[src/rtl/tss_pkg.sv]
package tss_pkg;
  localparam int WORD_W = 32;
  localparam int SEL_W  = 16;
  localparam int OFF_W  = 5;

  localparam logic [OFF_W-1:0] OFF_LINK  = 5'd0;
  localparam logic [OFF_W-1:0] OFF_LOAD0 = 5'd1;
  localparam logic [OFF_W-1:0] OFF_DYN0  = 5'd8;
  localparam logic [OFF_W-1:0] OFF_FLAGS = 5'd9;
  localparam logic [OFF_W-1:0] OFF_DYN1  = 5'd23;
  localparam logic [OFF_W-1:0] OFF_TRAP  = 5'd25;
  localparam logic [15:0]      MIN_LIMIT = 16'd26;
  localparam int               NEST_BIT  = 14;

  typedef enum logic [1:0] {REQ_JMP = 2'd0, REQ_CALL = 2'd1, REQ_IRET = 2'd2} req_kind_e;
  typedef enum logic [1:0] {DK_NONE = 2'd0, DK_SEG = 2'd1, DK_GATE = 2'd2, DK_RSV = 2'd3} desc_kind_e;
  typedef enum logic [1:0] {FLT_NP = 2'd0, FLT_TYPE = 2'd1, FLT_LIMIT = 2'd2, FLT_NEST = 2'd3} fault_e;
  typedef enum logic [2:0] {S_IDLE, S_LINKRD, S_LOOK, S_SAVE, S_LINKWR, S_LOAD} seq_e;

  typedef struct packed {
    logic              present;
    desc_kind_e        kind;
    logic [WORD_W-1:0] base;
    logic [15:0]       limit;
    logic [SEL_W-1:0]  gate_sel;
  } desc_t;

  // address of a segment word
  function automatic logic [WORD_W-1:0] seg_word(input logic [WORD_W-1:0] base,
                                                  input logic [OFF_W-1:0] off);
    return base + {{(WORD_W-OFF_W){1'b0}}, off};
  endfunction

  // flags word as loaded; a CALL marks the new task as nested
  function automatic logic [WORD_W-1:0] load_flags(input logic [WORD_W-1:0] w,
                                                    input logic nest);
    return nest ? (w | (32'd1 << NEST_BIT)) : w;
  endfunction
endpackage

[src/rtl/tss_desc_table.sv]
module tss_desc_table
  import tss_pkg::*;
#(
  parameter int IDX_W = 3
) (
  input  logic              clk,
  input  logic              rst_n,
  input  logic              cfg_we,
  input  logic [IDX_W-1:0]  cfg_idx,
  input  desc_t             cfg_desc,
  input  logic [IDX_W-1:0]  a_idx,
  output desc_t             a_desc,
  input  logic [IDX_W-1:0]  b_idx,
  output logic [WORD_W-1:0] b_base
);
  localparam int N = 1 << IDX_W;

  desc_t tbl [N];

  always_ff @(posedge clk or negedge rst_n) begin
    if (!rst_n) begin
      for (int i = 0; i < N; i++) tbl[i] <= '0;
    end else if (cfg_we) begin
      tbl[cfg_idx] <= cfg_desc;
    end
  end

  assign a_desc = tbl[a_idx];
  assign b_base = tbl[b_idx].base;
endmodule

[src/rtl/tss_desc_check.sv]
module tss_desc_check
  import tss_pkg::*;
(
  input  desc_t  d,
  input  logic   via_gate,
  output logic   seg_ok,
  output logic   follow,
  output logic   flt,
  output fault_e code
);
  always_comb begin
    seg_ok = 1'b0;
    follow = 1'b0;
    flt    = 1'b0;
    code   = FLT_NP;
    if (!d.present) begin
      flt = 1'b1;
    end else begin
      case (d.kind)
        DK_SEG: begin
          if (d.limit < MIN_LIMIT) begin flt = 1'b1; code = FLT_LIMIT; end
          else seg_ok = 1'b1;
        end
        DK_GATE: begin
          if (via_gate) begin flt = 1'b1; code = FLT_TYPE; end
          else follow = 1'b1;
        end
        default: begin flt = 1'b1; code = FLT_TYPE; end
      endcase
    end
  end
endmodule

[src/rtl/task_switch_seq.sv]
module task_switch_seq
  import tss_pkg::*;
#(
  parameter int          IDX_W  = 3,
  parameter logic [15:0] TR_RST = 16'h0008
) (
  input  logic             clk,
  input  logic             rst_n,
  input  logic             req_valid,
  input  logic [1:0]       req_kind,
  input  logic [15:0]      req_sel,
  output logic             req_ready,
  output logic             done,
  output logic             fault,
  output logic [1:0]       fault_code,
  output logic [15:0]      tr_sel,
  output logic             tbit,
  input  logic             cfg_we,
  input  logic [IDX_W-1:0] cfg_idx,
  input  logic             cfg_present,
  input  logic [1:0]       cfg_kind,
  input  logic [31:0]      cfg_base,
  input  logic [15:0]      cfg_limit,
  input  logic [15:0]      cfg_gate_sel,
  output logic             mem_req,
  output logic             mem_we,
  output logic [31:0]      mem_addr,
  output logic [31:0]      mem_wdata,
  input  logic [31:0]      mem_rdata,
  input  logic             mem_rdy,
  output logic [4:0]       rf_rd_idx,
  input  logic [31:0]      rf_rd_data,
  output logic             rf_wr_en,
  output logic [4:0]       rf_wr_idx,
  output logic [31:0]      rf_wr_data
);
  localparam int IHI = IDX_W + 2;

  seq_e             state;
  req_kind_e        kind_q;
  logic [SEL_W-1:0] tgt_q, tr_q;
  logic             via_gate_q, checked_q, done_q, fault_q, tbit_q;
  fault_e           code_q;
  logic [OFF_W-1:0] off_q;
  logic [31:0]      new_base_q, cur_base;
  desc_t            cfg_desc, a_desc;
  logic             a_ok, a_follow, a_flt;
  fault_e           a_code;

  assign cfg_desc = '{present: cfg_present, kind: desc_kind_e'(cfg_kind), base: cfg_base,
                      limit: cfg_limit, gate_sel: cfg_gate_sel};

  tss_desc_table #(.IDX_W(IDX_W)) u_tbl (
    .clk(clk), .rst_n(rst_n), .cfg_we(cfg_we), .cfg_idx(cfg_idx), .cfg_desc(cfg_desc),
    .a_idx(tgt_q[IHI:3]), .a_desc(a_desc), .b_idx(tr_q[IHI:3]), .b_base(cur_base)
  );

  tss_desc_check u_chk (
    .d(a_desc), .via_gate(via_gate_q), .seg_ok(a_ok), .follow(a_follow),
    .flt(a_flt), .code(a_code)
  );

  // named events for the assertions
  wire xfer_done = mem_req && mem_rdy;
  wire wr_xfer   = xfer_done && mem_we;
  wire last_load = (state == S_LOAD) && mem_rdy && (off_q == OFF_TRAP);
  wire [31:0] save_off = mem_addr - cur_base;

  always_comb begin
    mem_req    = 1'b0;
    mem_we     = 1'b0;
    mem_addr   = '0;
    mem_wdata  = '0;
    rf_rd_idx  = OFF_FLAGS;
    rf_wr_en   = 1'b0;
    rf_wr_idx  = off_q;
    rf_wr_data = (off_q == OFF_FLAGS) ? load_flags(mem_rdata, kind_q == REQ_CALL) : mem_rdata;
    case (state)
      S_LINKRD: begin mem_req = 1'b1; mem_addr = seg_word(cur_base, OFF_LINK); end
      S_SAVE: begin
        mem_req   = 1'b1;
        mem_we    = 1'b1;
        mem_addr  = seg_word(cur_base, off_q);
        rf_rd_idx = off_q;
        mem_wdata = rf_rd_data;
      end
      S_LINKWR: begin
        mem_req   = 1'b1;
        mem_we    = 1'b1;
        mem_addr  = seg_word(new_base_q, OFF_LINK);
        mem_wdata = {16'd0, tr_q};
      end
      S_LOAD: begin
        mem_req  = 1'b1;
        mem_addr = seg_word(new_base_q, off_q);
        rf_wr_en = mem_rdy;
      end
      default: ;
    endcase
  end

  always_ff @(posedge clk or negedge rst_n) begin
    if (!rst_n) begin
      state      <= S_IDLE;
      kind_q     <= REQ_JMP;
      tgt_q      <= '0;
      tr_q       <= TR_RST;
      via_gate_q <= 1'b0;
      checked_q  <= 1'b0;
      done_q     <= 1'b0;
      fault_q    <= 1'b0;
      tbit_q     <= 1'b0;
      code_q     <= FLT_NP;
      off_q      <= '0;
      new_base_q <= '0;
    end else begin
      done_q  <= 1'b0;
      fault_q <= 1'b0;
      case (state)
        S_IDLE: if (req_valid) begin
          kind_q     <= req_kind_e'(req_kind);
          via_gate_q <= 1'b0;
          checked_q  <= 1'b0;
          if (req_kind == REQ_IRET) begin
            if (!rf_rd_data[NEST_BIT]) begin fault_q <= 1'b1; code_q <= FLT_NEST; end
            else state <= S_LINKRD;
          end else begin
            tgt_q <= req_sel;
            state <= S_LOOK;
          end
        end
        S_LINKRD: if (mem_rdy) begin
          tgt_q <= mem_rdata[SEL_W-1:0];
          state <= S_LOOK;
        end
        S_LOOK: begin
          if (a_flt) begin
            fault_q <= 1'b1;
            code_q  <= a_code;
            state   <= S_IDLE;
          end else if (a_follow) begin
            tgt_q      <= a_desc.gate_sel;
            via_gate_q <= 1'b1;
          end else if (a_ok) begin
            new_base_q <= a_desc.base;
            checked_q  <= 1'b1;
            off_q      <= OFF_DYN0;
            state      <= S_SAVE;
          end
        end
        S_SAVE: if (mem_rdy) begin
          if (off_q == OFF_DYN1) begin
            off_q <= OFF_LOAD0;
            state <= (kind_q == REQ_CALL) ? S_LINKWR : S_LOAD;
          end else begin
            off_q <= off_q + 5'd1;
          end
        end
        S_LINKWR: if (mem_rdy) state <= S_LOAD;
        S_LOAD: if (mem_rdy) begin
          if (off_q == OFF_TRAP) begin
            tbit_q    <= mem_rdata[0];
            tr_q      <= tgt_q;
            done_q    <= 1'b1;
            checked_q <= 1'b0;
            state     <= S_IDLE;
          end else begin
            off_q <= off_q + 5'd1;
          end
        end
        default: state <= S_IDLE;
      endcase
    end
  end

  assign req_ready  = (state == S_IDLE);
  assign done       = done_q;
  assign fault      = fault_q;
  assign fault_code = code_q;
  assign tr_sel     = tr_q;
  assign tbit       = tbit_q;

  AST_MEM_HOLD: assert property (@(posedge clk) disable iff (!rst_n)
    mem_req && !mem_rdy |=> mem_req && $stable(mem_addr) && $stable(mem_we) && $stable(mem_wdata));
  AST_TR_ONLY_DONE: assert property (@(posedge clk) disable iff (!rst_n)
    !$stable(tr_q) |-> done_q);
  AST_FAULT_KEEP_TR: assert property (@(posedge clk) disable iff (!rst_n)
    fault_q |-> $stable(tr_q));
  AST_WRITE_AFTER_CHECK: assert property (@(posedge clk) disable iff (!rst_n)
    (wr_xfer || rf_wr_en) |-> checked_q);
  AST_STATIC_UNTOUCHED: assert property (@(posedge clk) disable iff (!rst_n)
    mem_we && state == S_SAVE |-> save_off >= 32'd8 && save_off <= 32'd23);
  AST_PULSE_EXCL: assert property (@(posedge clk) disable iff (!rst_n)
    $onehot0({done_q, fault_q}));
  AST_DONE_ONE_CYCLE: assert property (@(posedge clk) disable iff (!rst_n)
    last_load |=> done_q ##1 !done_q);
  AST_BUSY_IGNORE: assert property (@(posedge clk) disable iff (!rst_n)
    !req_ready |=> $stable(kind_q));
endmodule

[config.mk]
export PLATFORM = sky130hd
export DESIGN_NAME = task_switch_seq
export DESIGN_NICKNAME = d
export VERILOG_FILES = /design/src/rtl/tss_pkg.sv /design/src/rtl/tss_desc_table.sv /design/src/rtl/tss_desc_check.sv /design/src/rtl/task_switch_seq.sv
export SDC_FILE = /design/constraint.sdc
export NUM_CORES = 1
export LEC_CHECK = 0
export ABC_AREA = 1
export CORE_MARGIN = 2
export CORE_UTILIZATION = 30
export CTS_CLUSTER_SIZE = 14
export DETAILED_ROUTE_END_ITERATION = 16
export DONT_BUFFER_PORTS = 1
export SLEW_MARGIN = 20
export SYNTH_ARGS = -nofsm -noshare
export SYNTH_HDL_FRONTEND = slang
export SYNTH_HIERARCHICAL = 1
export SYNTH_SLANG_ARGS = --single-unit
[constraint.sdc]
create_clock -name clk -period 5.8 [get_ports clk]
set_clock_uncertainty 0.05 [all_clocks]
set_input_delay 0.58 -clock clk [delete_from_list [all_inputs] [get_ports clk]]
set_output_delay 0.58 -clock clk [all_outputs]
set_load 0.02 [all_outputs]
==> metrics, run 1 <==
Post-Place Worst Slack 1.13 ns; CP Class flip-flop to output port; Critical Path Sink Type output port; first-pass GRT wire length 177 mm; Hold Crit Class primary input to flip-flop; Syn Nets 5,295; Clock Tree Root clkbuf_16; postcts setup bufs 0; CTS sink count 608; drt pass-1 iters 6; minimum clock period 5.47 ns; Worst Tran Pin Value 1.08 ns; initial antenna violation count 7; Die Ht 343 µm; Max VDD drop 0.000359 V; remaining antenna violation count after routing 0; slowest CP cell dfstp_4; site row count 124; Critical Path RT 5.17 ns; die outline width 343 µm; Placeable Area 114,000 µm²; hold path depth 2; total die area 118,000 µm²; Reg area 15,200 µm²; RD Place Congestion 0.906; Cells after DPL 6,345; worst setup margin 0.328 ns; Critical Path Max Stage Delay 0.92 ns; clk_lat worst skew approximately 0.65 ns; crit-path max FO 63; Mapped Area 34,500 µm²; vias in the first global route 29,900; CP dominant cell by count nand2_1; Slew headroom between 20 and 30%; depth of the CTS H-tree 3; area of the multi-input gates 15,000 µm²; DRC viols 0; crit-path cells inv_4 > nand2_1 > nand3_1 > nand2_1 > nand2_1 > nand2_1 > nand2_1 > o21ai_0 > ha_1 > a21oi_1 > nand2_1 > inv_1 > o21ai_1 > nand2_1 > nor2_2 > or2_2 > nand3_1 > nand2_1; final WL approximately 110 mm; CTS Buf Count 70; Pwr Total 17.0 mW; unrepaired setup endpoints after global routing false; I/O Buffers 0; Mapped Cells 5,127; DRT iter0 DRCs 2,892; Power Density 446 nW/µm²; setup violators final 0; gr ovfl total 0; fin cells 6,528; mean post-synth cell area 6.72 µm²; nets 5,132; Initial Util 30.2%; reg2reg path depth 20; fin. max-slew vios 0; Leakage ~20 nW; f_max 183 MHz; routed vias/inst 4.85; via count roughly 32,000; pin count of the biggest net entering global routing 609; Worst Path Arrival about 4.8 ns; maxcap violations 0; Clock Tree Buf Depth 3; crit start category flip-flop; P&R area growth vs syn 10.6%; YS warnings 6; share of layout cells above drive strength 1 under 10%; HPWL Detailed 66.7 mm; Tcrit/Tclk final 94.3%; I/O Pins 288; status completed; per-cell routed wire length about 18 µm; setup tns final 0 ns; CTS tree done; Reg clk slew, reported paths 0.06 ns; Total GRT Usage between 10% and 20%; Final Hold Viols 0; Fillers between 10,000 and 15,000
[state kept, by name, summed over array words and instances (netlist names)]
| register | flops |
|---|---|
| tr_sel | 16 |
| rf_wr_idx | 5 |
| state | 3 |
| fault | 1 |
| new_base_q | 32 |
| kind_q | 2 |
| u_tbl/tbl | 528 |
| fault_code | 2 |
| via_gate_q | 1 |
| done | 1 |
| tbit | 1 |
| tgt_q | 16 |
[worst paths after layout]
check	startpoint	to	slack, ns
worst max-delay path	tr_sel[3]$_DFFE_PN1P_	mem_addr[15]	0.33
worst min-delay path	cfg_base[6]	u_tbl/tbl[38]$_DFFE_PN0P_	0.03
worst max register to register	tgt_q[3]$_DFFE_PN0P_	rf_wr_idx[3]$_DFFE_PN0P_	1.36
worst min register to register	tgt_q[12]$_DFFE_PN0P_	tr_sel[12]$_DFFE_PN0P_	0.42
max in group asynchronous	rst_n	u_tbl/tbl[15]$_DFFE_PN0P_	2.69
min in group asynchronous	rst_n	u_tbl/tbl[112]$_DFFE_PN0P_	0.69
[metal layers]
layer | part of all wire, % | track usage, % | wire length, µm | up-vias
met3 | 7.1 | 3.42 | 8100 | 183
li1 | - | - | - | 15400
met4 | 3.9 | 7.85 | 4500 | 4
met1 | 44 | 25.7 | 49900 | 15000
met5 | 0.024 | 0 | 27 | -
met2 | 45 | 30.8 | 51900 | 1047
[where the power goes]
group / switching, mW / total, mW / internal [mW]
sequential: 0.559 / 5.67 / 5.11
clock: 1.92 / 4.51 / 2.60
combinational: 4.90 / 6.81 / 1.91
[area by class of cell]
class                   count  area share (%)
flip-flops and latches    608            40.0
diodes                      1         0.00657
clock buffers             105            5.36
multi-input cells        3482            39.4
inverters                 702            6.95
well taps                1512            4.96
repair buffers            100            2.63
clock inverters            18           0.739
[worst max-delay path: cells and delay by family, from the launching register on]
| family | cells | cell delay [ns] |
|---|---|---|
| simple gates | 12 | 1.76 |
| flops | 1 | 0.92 |
| fa+ha+maj | 1 | 0.23 |
| buf+inv | 2 | 0.44 |
| compound gates | 3 | 0.79 |
[repair_timing]
item                                   4_1_cts  5_1_grt
hold buffers                                54        2
resized for setup                            0        0
endpoints found under the hold margin      661       84
[placed cells by master (no fill, tap or decap), types with 3 or more instances in the layout]
| cell | n |
|---|---|
| nand2_1 | 2189 |
| inv_1 | 693 |
| dfrtp_1 | 602 |
| o21ai_0 | 574 |
| nand3_1 | 463 |
| nor2_1 | 93 |
| clkbuf_16 | 70 |
| dlygate4sd3_1 | 55 |
| buf_4 | 37 |
| a22o_1 | 30 |
| nand4_1 | 27 |
| a21oi_1 | 19 |
| clkbuf_1 | 19 |
| clkbuf_8 | 16 |
| ha_1 | 10 |
| nor2_2 | 8 |
| o21ai_1 | 8 |
| or2_2 | 6 |
| a31oi_1 | 6 |
| a22oi_1 | 6 |
| nor3_1 | 6 |
| clkinv_2 | 6 |
| nand2_4 | 6 |
| inv_2 | 4 |
| o21bai_1 | 4 |
| buf_16 | 4 |
| nor2_4 | 3 |
| bufinv_16 | 3 |
| clkinv_16 | 3 |
| dfrtp_4 | 3 |
[per-stage QoR]
stage	hold WS, ns	util, %	cell area (µm²)
finish	0.0316	33.4	38100
global route	0.0158	33.4	38100
CTS	-0.351	33.3	38000
detailed placement	0.327	30.8	35100
global placement	0.325	30.8	35100
floorplan	0.234	-	34500
(Power assumes the default switching activity.)
==> inputs of run 2 (changes only) <==
Settings changed: ABC_AREA 1 to 0.
==> run 2 against run 1 <==
Net effect:
- global-route usage decreased by 2.4 points
- non-clock buffer count is 27 lower
- critical path depth fell by 6
- sequential power up 14%
- routed wire length is 16% lower
- die area is 4.6% lower
- final cell count is 42% lower
- setup slack improved by 0.047 ns
- sequential share of layout area grew 1.7 points
- combinational power grew 6.9%
- area after synthesis decreased by 4.7%
- cell area fell by 4.0%
- highest routed layer unchanged
==> metrics, run 2 <==
Reg clk slew, reported paths 0.06 ns (about the same); crit-path max FO 12 (was 63); fin cells 3,759 (was 6,528); commonest non-fill, non-tap cell in the layout dfrtp_1 (was nand2_1); DRT iter0 DRCs 1,318 (was 2,892); Fillers 10,600 (was 12,400); f_max 184 MHz (was 183 MHz); GRT busiest layer met2 (unchanged); Critical Path Sink Type output port (unchanged); depth of the CTS H-tree 3 (unchanged); via count 20,300 (was 31,700); Hold Crit Class primary input to flip-flop (unchanged); CP dominant cell by count nand2_1 (unchanged); Placeable Area 109,000 µm² (was 114,000 µm²); per-cell routed wire length 25.5 µm (was 17.5 µm); met1 usage 22.5% (was 25.7%); Tcrit/Tclk final 93.5% (was 94.3%); Clock Tree Buf Depth 3 (unchanged); P&R area growth vs syn 11.4% (was 10.6%); combinational share of power 39.7% (was 40.1%); setup tns final 0 ns (unchanged); Leakage 14.6 nW (was 20.2 nW); Clock Tree Root clkbuf_16 (unchanged); top flop regs u_tbl/tbl x528, new_base_q x32 (unchanged); maxcap violations 0 (unchanged); first-pass GRT wire length 142 mm (was 177 mm); slowest CP cell dfstp_4 (unchanged); Seq pwr share 35.2% (was 33.4%); I/O Buffers 0 (unchanged); Total GRT Usage 16.9% (was 19.3%); share of layout cells above drive strength 1 36.4% (was 3.89%); status completed (unchanged); met2 Use GR 26.7% (was 30.8%); clk_lat worst skew 0.63 ns (was 0.65 ns); max reg flops 528 (unchanged); Design Area, Final 36,600 µm² (was 38,100 µm²); Power Density 500 nW/µm² (was 446 nW/µm²); Die Ht 335 µm (was 343 µm); Mapped Cells 2,350 (was 5,127); routed vias/inst 5.41 (was 4.85); unrepaired setup endpoints after global routing false (unchanged); Syn Nets 2,518 (was 5,295); Critical Path Max Stage Delay 0.75 ns (was 0.92 ns); nets 2,459 (was 5,132); worst setup margin 0.375 ns (was 0.328 ns); crit start category flip-flop (unchanged); Initial Util 30.2% (about the same); pin count of the biggest net entering global routing 609 (unchanged); DRC viols 0 (unchanged); most frequent cells in the layout dfrtp_1 (599), mux2_2 (389), mux2_1 (241) (was nand2_1 (2,189), inv_1 (693), dfrtp_1 (602)); postcts setup bufs 0 (unchanged); CP Class flip-flop to output port (unchanged); clock share of power 25.1% (was 26.6%); site row count 121 (was 124); YS warnings 6 (unchanged); Final Hold Viols 0 (unchanged); drt pass-1 iters 7 (was 6); register name with the most flops u_tbl/tbl (unchanged); CTS Buf Count 71 (was 70); GR Layer Usage met3 5.30% (was 3.42%); placed instance area 34,000 µm² (was 35,100 µm²); mean post-synth cell area 14.0 µm² (was 6.72 µm²); I/O Pins 288 (unchanged); final WL 95.7 mm (was 114 mm); minimum clock period 5.42 ns (was 5.47 ns); Net Sw Power 6.71 mW (was 7.38 mW); vias in the first global route 21,000 (was 29,900); Worst Tran Pin Value 1.15 ns (was 1.08 ns); setup violators final 0 (unchanged); CTS sink count 608 (unchanged); Critical Path RT 5.17 ns (about the same); Worst Path Arrival 4.79 ns (was 4.84 ns); Internal 11.6 mW (was 9.62 mW); gr ovfl total 0 (unchanged); Slew headroom 23.3% (was 27.8%); Max VDD drop 0.000244 V (was 0.000359 V); Cells after DPL 3,616 (was 6,345); post-cts sizing count 0 (unchanged); CTS tree done (unchanged); Sw Share 36.7% (was 43.4%); die outline width 335 µm (was 343 µm); total die area 112,000 µm² (was 118,000 µm²); fin. max-slew vios 0 (unchanged); HPWL Detailed 59.6 mm (was 66.7 mm); Post-Place Worst Slack 1.06 ns (was 1.13 ns); RD Place Congestion 0.881 (was 0.906); Mapped Area 32,800 µm² (was 34,500 µm²); crit-path cells mux4_2 > mux2_2 > nand2_1 > nand2_1 > ha_1 > and3_1 > a221o_1 > o2111ai_2 > a2111oi_0 > xor2_1 > o22ai_1 > buf_4 (was inv_4 > nand2_1 > nand3_1 > nand2_1 > nand2_1 > nand2_1 > nand2_1 > o21ai_0 > ha_1 > a21oi_1 > nand2_1 > inv_1 > o21ai_1 > nand2_1 > nor2_2 > or2_2 > nand3_1 > nand2_1); remaining antenna violation count after routing 0 (unchanged); initial antenna violation count 5 (was 7)
## run 2: metal layers
| metal | vias up | routed length [µm] |
|---|---|---|
| met5 | - | 13 |
| met4 | 2 | 1790 |
| met3 | 118 | 8130 |
| met2 | 648 | 44500 |
| met1 | 10800 | 41200 |
| li1 | 8806 | - |
## run 2: repair_timing
item                       4_1_cts  5_1_grt
hold endpoints to repair       618       58
hold buffers                    11        1
setup endpoints to repair        0        0
## run 2: metrics by stage
step	hold WS [ns]	power [mW]	util (%)
4_1_cts	-0.355	18.4	33.5
5_1_grt	0.00712	19.3	33.7
6_report	0.0415	18.3	33.7
3_5_place_dp	0.316	13.7	31.3
2_1_floorplan	0.234	11.7	-
3_3_place_gp	0.316	13.6	31.2
## run 2: worst max-delay path, delay by kind of cell, from the launching register on
| family | cells | cell delay, ns |
|---|---|---|
| compound gates | 4 | 1.51 |
| xor+xnor | 1 | 0.12 |
| fa+ha+maj | 1 | 0.38 |
| buf+inv | 1 | 0.24 |
| flops | 1 | 0.75 |
| mux | 2 | 0.83 |
| simple gates | 3 | 0.33 |
## run 2: cell type report
class                   count  area, µm²  area share [%]
diodes                      2       5.00          0.0137
inverters                  14       52.6           0.144
flip-flops and latches    608      15200            41.7
repair buffers             73        683            1.87
well taps                1414       1770            4.84
clock inverters            31        392            1.07
multi-input cells        1523      16500            45.0
clock buffers              94       1980            5.42
## run 2: worst paths after layout
| kind | startpoint | slack [ns] | cells after the start | endpoint |
|---|---|---|---|---|
| worst max-delay path | tr_sel[3]$_DFFE_PN1P_ | 0.38 | 12 | mem_addr[29] |
| worst min-delay path | cfg_base[18] | 0.04 | 1 | u_tbl/tbl[184]$_DFFE_PN0P_ |
| worst max register to register | tgt_q[3]$_DFFE_PN0P_ | 1.16 | 10 | new_base_q[23]$_DFFE_PN0P_ |
| worst min register to register | tgt_q[14]$_DFFE_PN0P_ | 0.44 | 2 | tgt_q[14]$_DFFE_PN0P_ |
| max in group asynchronous | rst_n | 2.95 | 4 | tr_sel[4]$_DFFE_PN0P_ |
| min in group asynchronous | rst_n | 0.27 | 1 | u_tbl/tbl[50]$_DFFE_PN0P_ |
## run 2: power groups by stage
stage,sequential [mW],clock [mW],combinational [mW]
floorplan,5.87,0,5.87
global placement,6.46,0,7.10
finish,6.44,4.59,7.28
detailed placement,6.50,0,7.18
CTS,6.43,4.72,7.21
global route,6.60,4.90,7.82
